--- src/rtl/dpdec_pkg.sv ---
package dpdec_pkg;
  localparam int INSTR_W = 32;
  localparam int REG_W   = 5;
  localparam int RM_W    = 3;
  localparam int OP_W    = 5;
  localparam int NUM_OPND = 4;   // operand order in masks: 0 rd, 1 rs1, 2 rs2, 3 rs3

  typedef enum logic [OP_W-1:0] {
    OP_NONE, OP_MADD, OP_MSUB, OP_NMSUB, OP_NMADD,
    OP_ADD, OP_SUB, OP_MUL, OP_DIV, OP_SQRT,
    OP_F2I_S32, OP_F2I_U32, OP_F2I_S64, OP_F2I_U64,
    OP_I2F_S32, OP_I2F_U32, OP_I2F_S64, OP_I2F_U64,
    OP_NARROW, OP_WIDEN,
    OP_SIGN_COPY, OP_SIGN_NEG, OP_SIGN_XOR, OP_MIN, OP_MAX,
    OP_CMP_EQ, OP_CMP_LT, OP_CMP_LE, OP_CLASSIFY,
    OP_MOVE_TO_INT, OP_MOVE_FROM_INT
  } dp_op_e;

  typedef struct packed {
    dp_op_e              op;
    logic [NUM_OPND-1:0] pair_mask;  // double-width operands subject to even rule
    logic                uses_rm;
    logic                need_wide;
    logic                need_fpreg;
    logic                neg_prod;
    logic                neg_add;
    logic                int_dst;
    logic                int_src;
  } dec_info_t;
endpackage

--- src/rtl/dpdec_opsel.sv ---
module dpdec_opsel
  import dpdec_pkg::*;
(
  input  logic [6:0] opcode,
  input  logic [6:0] funct7,
  input  logic [4:0] sel_field,  // bits 24..20
  input  logic [2:0] funct3,
  output dec_info_t  info
);
  logic [1:0] fmt;
  assign fmt = funct7[1:0];

  always_comb begin
    info    = '0;
    info.op = OP_NONE;
    case (opcode)
      7'h43, 7'h47, 7'h4B, 7'h4F: begin
        if (fmt == 2'b01) begin
          info.pair_mask = 4'b1111;
          info.uses_rm   = 1'b1;
          case (opcode[3:2])
            2'd0: info.op = OP_MADD;
            2'd1: begin info.op = OP_MSUB;  info.neg_add = 1'b1; end
            2'd2: begin info.op = OP_NMSUB; info.neg_prod = 1'b1; end
            default: begin
              info.op = OP_NMADD; info.neg_prod = 1'b1; info.neg_add = 1'b1;
            end
          endcase
        end
      end
      7'h53: begin
        case (funct7)
          7'b0000001, 7'b0000101, 7'b0001001, 7'b0001101: begin
            info.pair_mask = 4'b0111;
            info.uses_rm   = 1'b1;
            case (funct7[3:2])
              2'd0: info.op = OP_ADD;
              2'd1: info.op = OP_SUB;
              2'd2: info.op = OP_MUL;
              default: info.op = OP_DIV;
            endcase
          end
          7'b0101101: if (sel_field == 5'd0) begin
            info.op = OP_SQRT; info.pair_mask = 4'b0011; info.uses_rm = 1'b1;
          end
          7'b1100001: begin
            info.uses_rm = 1'b1;
            info.int_dst = 1'b1;
            case (sel_field)
              5'd0: begin info.op = OP_F2I_S32; info.pair_mask = 4'b0010; end
              5'd1: begin info.op = OP_F2I_U32; info.pair_mask = 4'b0010; end
              5'd2: begin info.op = OP_F2I_S64; info.need_wide = 1'b1; end
              5'd3: begin info.op = OP_F2I_U64; info.need_wide = 1'b1; end
              default: info = '0;
            endcase
          end
          7'b1101001: begin
            info.uses_rm = 1'b1;
            info.int_src = 1'b1;
            case (sel_field)
              5'd0: begin info.op = OP_I2F_S32; info.pair_mask = 4'b0001; end
              5'd1: begin info.op = OP_I2F_U32; info.pair_mask = 4'b0001; end
              5'd2: begin info.op = OP_I2F_S64; info.need_wide = 1'b1; end
              5'd3: begin info.op = OP_I2F_U64; info.need_wide = 1'b1; end
              default: info = '0;
            endcase
          end
          7'b0100000: if (sel_field == 5'd1) begin
            info.op = OP_NARROW; info.pair_mask = 4'b0010; info.uses_rm = 1'b1;
          end
          7'b0100001: if (sel_field == 5'd0) begin
            info.op = OP_WIDEN; info.pair_mask = 4'b0001; info.uses_rm = 1'b1;
          end
          7'b0010001: begin
            info.pair_mask = 4'b0111;
            case (funct3)
              3'd0: info.op = OP_SIGN_COPY;
              3'd1: info.op = OP_SIGN_NEG;
              3'd2: info.op = OP_SIGN_XOR;
              default: info = '0;
            endcase
          end
          7'b0010101: begin
            info.pair_mask = 4'b0111;
            case (funct3)
              3'd0: info.op = OP_MIN;
              3'd1: info.op = OP_MAX;
              default: info = '0;
            endcase
          end
          7'b1010001: begin
            info.pair_mask = 4'b0110;
            info.int_dst   = 1'b1;
            case (funct3)
              3'd2: info.op = OP_CMP_EQ;
              3'd1: info.op = OP_CMP_LT;
              3'd0: info.op = OP_CMP_LE;
              default: info = '0;
            endcase
          end
          7'b1110001: if (sel_field == 5'd0) begin
            info.int_dst = 1'b1;
            case (funct3)
              3'd1: begin info.op = OP_CLASSIFY; info.pair_mask = 4'b0010; end
              3'd0: begin
                info.op = OP_MOVE_TO_INT; info.need_wide = 1'b1; info.need_fpreg = 1'b1;
              end
              default: info = '0;
            endcase
          end
          7'b1111001: if (sel_field == 5'd0 && funct3 == 3'd0) begin
            info.op = OP_MOVE_FROM_INT; info.int_src = 1'b1;
            info.need_wide = 1'b1; info.need_fpreg = 1'b1;
          end
          default: info = '0;
        endcase
      end
      default: info = '0;
    endcase
  end
endmodule

--- src/rtl/dpdec_rm_resolve.sv ---
module dpdec_rm_resolve
  import dpdec_pkg::*;
(
  input  logic [RM_W-1:0] rm_field,
  input  logic [RM_W-1:0] dyn_rm,
  output logic [RM_W-1:0] rm_eff,
  output logic            rm_bad
);
  localparam logic [RM_W-1:0] RM_DYN      = 3'b111;
  localparam logic [RM_W-1:0] RM_FIRST_BAD = 3'b101;

  always_comb begin
    rm_eff = (rm_field == RM_DYN) ? dyn_rm : rm_field;
    // reserved static codes and an out-of-range dynamic mode share one test
    rm_bad = (rm_eff >= RM_FIRST_BAD);
  end
endmodule

--- src/rtl/dpdec_pair_check.sv ---
module dpdec_pair_check
  import dpdec_pkg::*;
(
  input  logic                enforce,
  input  logic [NUM_OPND-1:0] mask,
  input  logic [NUM_OPND-1:0] idx_lsb,
  output logic                pair_bad
);
  logic [NUM_OPND-1:0] odd_hit;
  for (genvar i = 0; i < NUM_OPND; i++) begin : g_opnd
    assign odd_hit[i] = mask[i] & idx_lsb[i];
  end
  assign pair_bad = enforce & (|odd_hit);
endmodule

--- src/rtl/dp_instr_decoder.sv ---
module dp_instr_decoder
  import dpdec_pkg::*;
(
  input  logic               clk,
  input  logic               rst_n,
  input  logic               in_valid,
  output logic               in_ready,
  input  logic [INSTR_W-1:0] in_instr,
  input  logic               cfg_wide_int,
  input  logic               cfg_fp_regfile,
  input  logic               cfg_fp_in_int,
  input  logic [RM_W-1:0]    dyn_rm,
  output logic               out_valid,
  input  logic               out_ready,
  output logic [OP_W-1:0]    out_op,
  output logic [REG_W-1:0]   out_rd,
  output logic [REG_W-1:0]   out_rs1,
  output logic [REG_W-1:0]   out_rs2,
  output logic [REG_W-1:0]   out_rs3,
  output logic [RM_W-1:0]    out_rm,
  output logic               out_illegal,
  output logic               out_neg_prod,
  output logic               out_neg_add,
  output logic               out_int_dst,
  output logic               out_int_src
);
  logic [REG_W-1:0] f_rd, f_rs1, f_rs2, f_rs3;
  logic [2:0]       f_funct3;
  logic [6:0]       f_funct7, f_opcode;

  assign f_opcode = in_instr[6:0];
  assign f_rd     = in_instr[11:7];
  assign f_funct3 = in_instr[14:12];
  assign f_rs1    = in_instr[19:15];
  assign f_rs2    = in_instr[24:20];
  assign f_funct7 = in_instr[31:25];
  assign f_rs3    = in_instr[31:27];

  dec_info_t        info;
  logic [RM_W-1:0]  rm_eff;
  logic             rm_bad, pair_bad, fpu_on, legal;

  dpdec_opsel u_opsel (
    .opcode(f_opcode), .funct7(f_funct7), .sel_field(f_rs2),
    .funct3(f_funct3), .info(info)
  );

  dpdec_rm_resolve u_rm (
    .rm_field(f_funct3), .dyn_rm(dyn_rm), .rm_eff(rm_eff), .rm_bad(rm_bad)
  );

  dpdec_pair_check u_pair (
    .enforce (cfg_fp_in_int & ~cfg_wide_int),
    .mask    (info.pair_mask),
    .idx_lsb ({f_rs3[0], f_rs2[0], f_rs1[0], f_rd[0]}),
    .pair_bad(pair_bad)
  );

  assign fpu_on = cfg_fp_regfile | cfg_fp_in_int;
  assign legal  = (info.op != OP_NONE) & fpu_on
                & (~info.need_wide  | cfg_wide_int)
                & (~info.need_fpreg | cfg_fp_regfile)
                & (~info.uses_rm    | ~rm_bad)
                & ~pair_bad;

  assign in_ready = ~out_valid | out_ready;

  always_ff @(posedge clk) begin
    if (!rst_n) begin
      out_valid    <= 1'b0;
      out_op       <= '0;
      out_rd       <= '0;
      out_rs1      <= '0;
      out_rs2      <= '0;
      out_rs3      <= '0;
      out_rm       <= '0;
      out_illegal  <= 1'b0;
      out_neg_prod <= 1'b0;
      out_neg_add  <= 1'b0;
      out_int_dst  <= 1'b0;
      out_int_src  <= 1'b0;
    end else if (in_ready) begin
      out_valid <= in_valid;
      if (in_valid) begin
        out_rd       <= f_rd;
        out_rs1      <= f_rs1;
        out_rs2      <= f_rs2;
        out_rs3      <= f_rs3;
        out_illegal  <= ~legal;
        out_op       <= legal ? info.op : OP_NONE;
        out_rm       <= (legal && info.uses_rm) ? rm_eff : '0;
        out_neg_prod <= legal & info.neg_prod;
        out_neg_add  <= legal & info.neg_add;
        out_int_dst  <= legal & info.int_dst;
        out_int_src  <= legal & info.int_src;
      end
    end
  end

  // a stalled result stays put
  assert_hold_R12: assert property (@(posedge clk) disable iff (!rst_n)
    out_valid && !out_ready |=> out_valid && $stable(out_op) && $stable(out_rm)
      && $stable(out_illegal) && $stable(out_rd) && $stable(out_rs1)
      && $stable(out_rs2) && $stable(out_rs3));

  // an accepted word is visible after exactly one edge
  assert_latency_R12: assert property (@(posedge clk) disable iff (!rst_n)
    in_valid && in_ready |=> out_valid);

  // an illegal result carries no operation and no markers
  assert_illegal_clean_R11: assert property (@(posedge clk) disable iff (!rst_n)
    out_valid && out_illegal |-> out_op == '0 && out_rm == '0 && !out_neg_prod
      && !out_neg_add && !out_int_dst && !out_int_src);

  // a legal result never carries a reserved rounding mode
  assert_rm_range_R7: assert property (@(posedge clk) disable iff (!rst_n)
    out_valid && !out_illegal |-> out_rm <= 3'd4);

  // negation markers only accompany fused operations
  assert_neg_fused_R2: assert property (@(posedge clk) disable iff (!rst_n)
    out_valid && (out_neg_prod || out_neg_add) |-> out_op >= 5'd1 && out_op <= 5'd4);

  // a result never both reads and writes the integer file as its move side
  assert_int_dir_R10: assert property (@(posedge clk) disable iff (!rst_n)
    out_valid |-> !(out_int_dst && out_int_src));
endmodule

--- config.mk ---
export PLATFORM = sky130hd
export DESIGN_NAME = dp_instr_decoder
export DESIGN_NICKNAME = d
export VERILOG_FILES = /design/src/rtl/dpdec_pkg.sv /design/src/rtl/dpdec_opsel.sv /design/src/rtl/dpdec_rm_resolve.sv /design/src/rtl/dpdec_pair_check.sv /design/src/rtl/dp_instr_decoder.sv
export SDC_FILE = /design/constraint.sdc
export NUM_CORES = 1
export LEC_CHECK = 0
export ABC_AREA = 1
export BUFFER_PORTS_ARGS = -buffer_cell sky130_fd_sc_hd__buf_2
export CORE_AREA = 2 2 70 72
export CTS_CLUSTER_SIZE = 28
export DETAILED_ROUTE_END_ITERATION = 12
export DIE_AREA = 0 0 72 74
export GPL_TIMING_DRIVEN = 0
export PLACE_DENSITY = 0.9
export SLEW_MARGIN = 40
export SYNTH_ARGS = -nofsm -noshare
export SYNTH_HDL_FRONTEND = slang
export SYNTH_HIERARCHICAL = 1
export SYNTH_SLANG_ARGS = --single-unit
--- constraint.sdc ---
create_clock -name clk -period 4.1 [get_ports clk]
set_input_delay 0.82 -clock clk [delete_from_list [all_inputs] [get_ports clk]]
set_output_delay 0.82 -clock clk [all_outputs]
set_load 0.05 [all_outputs]
==> Word level (Yosys, flattened, before mapping) <==
Index checks and enable logic that the tools add are counted.
{ "totals": {"regBits": 34, "inputBits": 42, "out_inout_bits": 35, "wordCells": 132} }
{ "op_classes": {"order_cmp": 1, "eq_ne": 30, "mux": 43, "n_bitwise": 28, "n_reduce_logical": 18} }
{ "op_table": {"columns": ["cell", "n"], "rows": [
  ["$eq 7x7->1 const B", 10],
  ["$mux 10", 6],
  ["$pmux 5 s11", 1],
  ["$pmux 5 s10", 1],
  ["$pmux 5 s3", 2],
  ["$eq 7x6->1 const B", 3],
  ["$pmux 10 s2", 1],
  ["$pmux 5 s2", 2],
  ["$pmux 5 s4", 1],
  ["$mux 2", 9],
  ["$pmux 3 s6", 1],
  ["$mux 16", 1],
  ["$pmux 4 s4", 1],
  ["$reduce_or 4->1", 4],
  ["$and 1x1->1", 15],
  ["$eq 7x4->1 const B", 2],
  ["$eq 7x5->1 const B", 2],
  ["$pmux 2 s7", 1],
  ["$pmux 4 s3", 1],
  ["$eq 5x2->1 const B", 2],
  ["$mux 5", 2],
  ["$reduce_or 2->1", 5],
  ["$mux 9", 1],
  ["$pmux 3 s3", 1],
  ["22 further kinds", 45]
]} }

==> Logic depth before layout (Yosys ltp) <==
{ "logic_depth": {"depth_word": 14, "ltp_mapped": 22, "mapped_depth_nobuf": 22} }

==> Hierarchy <==
Netlist, hierarchy kept.
{ "by_module_without_submodules": {"columns": ["mod", "n_inst", "cells_per_inst", "area_each_um2"], "rows": [
  ["dp_instr_decoder", 1, 171, 1323.8],
  ["dpdec_opsel", 1, 205, 1042.2],
  ["dpdec_rm_resolve", 1, 12, 58.8],
  ["dpdec_pair_check", 1, 9, 33.8]
]} }

==> Worst setup path after synthesis <==
Ideal clock, no wire load.
{ "synth_path": {"path_type": "input-to-reg", "from": "input in_instr[27]", "to": "register out_op[3]", "arrival_time_ns": 2.547, "required_ns": 4.030, "path_slack_ns": 1.483, "cell_stages": 22, "path_buffers": 1, "cell_sequence": "inv_1 > ha_1 > inv_1 > nand2_1 > nand2_2 > nand2_4 > nand2_4 > nand2_2 > nor2_1 > nand3_1 > nand2_1 > nand2_1 > nand2_1 > nand2_1 > nor2_1 > nor2_1 > inv_1 > nand2_1 > nor2_4 > buf_4 > nand4_1 > a21oi_1"} }
{ "synth_lines": {"columns": ["element", "line", "source"], "rows": [
  ["start, declared", "dp_instr_decoder.sv:8", "input logic [INSTR_W-1:0] in_instr,"],
  ["end signal, assigned", "dp_instr_decoder.sv:90", "out_op <= legal ? info.op : OP_NONE;"],
  ["end, declared", "dp_instr_decoder.sv:15", "output logic [OP_W-1:0] out_op,"]
]} }

==> out/qor.txt <==
Cells after Synth = 397
clk_lat worst skew = 280 ps
Top cell by count, worst path = nand2_1
register area share after synthesis = 0.2768
layout filler cell count = 466
CP delay by family, top = simple AND/OR/NAND/NOR gates
Synth area leaders = dfxtp_1 (28%), nand2_1 (13%), nor2_1 (11%)
final wirelength = 6.426 mm
Die H = 74 µm
Slowest-stage cell, CP = ha_1
pin count of the biggest net entering global routing = 11
total track usage = 0.2472
Diodes inserted = 0
initial antenna violation count = 0
static leakage = 1.671 nW
std cell rows = 25
top sig layer = met4
number of vias per cell = 5.178
CP arrival = 3100 ps
die area = 5328 µm²
maximum clock frequency = 0.3463 GHz
Wirelength per Cell = 12.01 µm
synthesized flop and latch total = 34
cell taking the most area after synthesis = dfxtp_1
unrepaired setup endpoints after global routing = false
Setup crit end kind = flip-flop
DRC viols = 0
total CTS buffers = 5
Distinct cells, synth = 28
mapped cell area = 2459 µm²
Net Count, Synth = 448
Pwr Total = 811.0 µW
clock sink count = 34
Max-Cap Viols = 0
buffer depth of the longest clock path = 2
CP Cell Sequence = buf_2, inv_1, ha_1, nand3_4, nor2_2, nand2_1, nand2_1, nor2_1, nand3_1, nand2_1, nand2_1, nand2_1, nand2_1, nor2_1, nor2_1, inv_1, nand2_1, nor2_4, buf_4, nand4_1, a21oi_1
actual slew at the worst max-slew pin = 428.8 ps
Final Critical Period = 2888 ps
metal2 WL = 3.019 mm
nets = 531
pwr/cell area = 270.5 nW/µm²
crit-path max cell delay = 260 ps
CP required = 4310 ps
status = completed
CTS Hold Bufs = 0
Hold Vio Cnt, Final = 0
cts repair resizes = 0
clock root buffer = clkbuf_8
Ports = 77
vias in the first global route = 2,469
Worst-path clk slew = 70 ps
grt ovf = 0
CORE AREA = 4598 µm²
placed cells = 527
first-pass GRT wire length = 10.61 mm
DRT Pass-1 Iters = 5
gpl congestion = 0.9463
share of layout cells above drive strength 1 = 0.2474
Layout area overhead = 21.93%
worst-path fanout max = 10
final slew viol count = 0
Met3 Wirelength = 424 µm
average size of a mapped cell = 6.193 µm²
Initial Util = 0.5347
Die X = 72 µm
Critical path buffers and inverters = 4
via count = 2,770
setup violators final = 0
fin cells = 535
number of port buffers = 76
critical path startpoint category = primary input
CTS tree = done
WHS = 464.3 ps
final core occ = 0.6520
Layout Skew = 1.551 ps
antenna-violating nets left = 0
share of the synthesized area in the top cell type = 0.2768
maximum vdd drop = 0.0001136 V
Setup Fix Bufs, Post-CTS = 0
yosys warns = 6
Tcrit/Tclk final = 0.7044
H-tree Lvls = 2
Detailed Route Iter0 Violations = 121
critical path class = primary input to flip-flop
HPWL after DPL = 5.325 mm
Fin Setup TNS = 0 ps
worst min-delay path category = flip-flop to flip-flop
met1 WL = 2.903 mm
Slew headroom = 0.7115
## path summary, 6_finish.rpt
| check | start | to | slack (ps) | depth (start not counted) |
|---|---|---|---|---|
| max | in_instr[27] | out_neg_add | 1210 | 21 |
| min | out_op[3] | out_op[3] | 460 | 2 |
| max reg2reg | out_valid | out_rs3[3] | 2910 | 5 |
| min reg2reg | out_op[3] | out_op[3] | 460 | 2 |
## metrics by stage
step	cell area [µm²]	worst slack (ps)
detailed placement	2907	984.7
finish	2998	1212
global route	2998	957.3
global placement	2907	1067
floorplan	2459	1483
CTS	2998	1264
## synthesized netlist by cell type
master / n
a21oi_1: 19
a21oi_2: 2
buf_2: 5
buf_4: 1
buf_6: 1
clkbuf_1: 4
dfxtp_1: 34
ha_1: 9
inv_1: 46
inv_2: 4
nand2_1: 85
nand2_2: 4
nand2_4: 4
nand3_1: 32
nand3_4: 1
nand3b_1: 3
nand4_1: 21
nor2_1: 74
nor2_2: 5
nor2_4: 7
nor3_1: 5
nor4_1: 1
o211ai_1: 2
o21ai_0: 22
o21ai_1: 2
o21ai_2: 2
o21bai_1: 1
or2_0: 1
## routing by layer
metal / track usage / vias to the layer above
li1: - / 1444
met3: 0.02846 / 7
met2: 0.4434 / 95
met1: 0.3175 / 1224
met5: 0 / -
met4: 0.06499 / 0
## where the power goes
group / internal [mW] / switching, mW / leakage (nW) / total (mW)
combinational: 0.0574 / 0.148 / 1.34 / 0.206
clock: 0.135 / 0.115 / 0.0482 / 0.250
sequential: 0.347 / 0.00786 / 0.279 / 0.355
total: 0.540 / 0.271 / 1.67 / 0.811
## cells by family (layout without fill, tap and decap cells)
group           Yosys count  after routing  synth area share
compound gates           50             50            0.1109
buf+inv                  61            145            0.1003
flops                    34             34            0.2768
fa+ha+maj                 9              9           0.04580
simple gates            243            243            0.4662
## worst min-delay path: cells and delay by family, from the launching register on
kind             cells  cell delay [ps]
flip-flops           1              310
AND/OR/NAND/NOR      1               60
AO/OA/AOI/OAI        1               50
## registers in the layout (all words and copies together), names as in the netlist
signal        flops
out_op            5
out_rd            5
out_rs1           5
out_rs2           5
out_rs3           5
out_rm            3
out_illegal       1
out_int_dst       1
out_int_src       1
out_neg_add       1
out_neg_prod      1
out_valid         1
## placed cells by master, fill, tap and decap left out, types with 3 or more instances in the layout
cell type / n
inv_2: 4
a21oi_1: 19
nand3_1: 32
ha_1: 9
dfxtp_1: 34
nor2_4: 7
nand3b_1: 3
clkbuf_1: 5
buf_2: 81
nand2_2: 4
nor2_1: 74
clkbuf_8: 6
o21ai_0: 22
inv_1: 46
nand2_1: 85
nand4_1: 21
nor3_1: 5
nor2_2: 5
nand2_4: 4
## final cells by class
type,count,area (µm²),share of cell area
repair buffers,76,380.4,0.1269
inverters,50,187.7,0.06260
multi-input cells,302,1531,0.5109
clock buffers,7,86.33,0.02880
flip-flops and latches,34,680.7,0.2270
clock inverters,1,5.005,0.001669
well taps,54,67.56,0.02254
plain buffers,11,58.81,0.01962
Power figures use the tool's default switching activity.
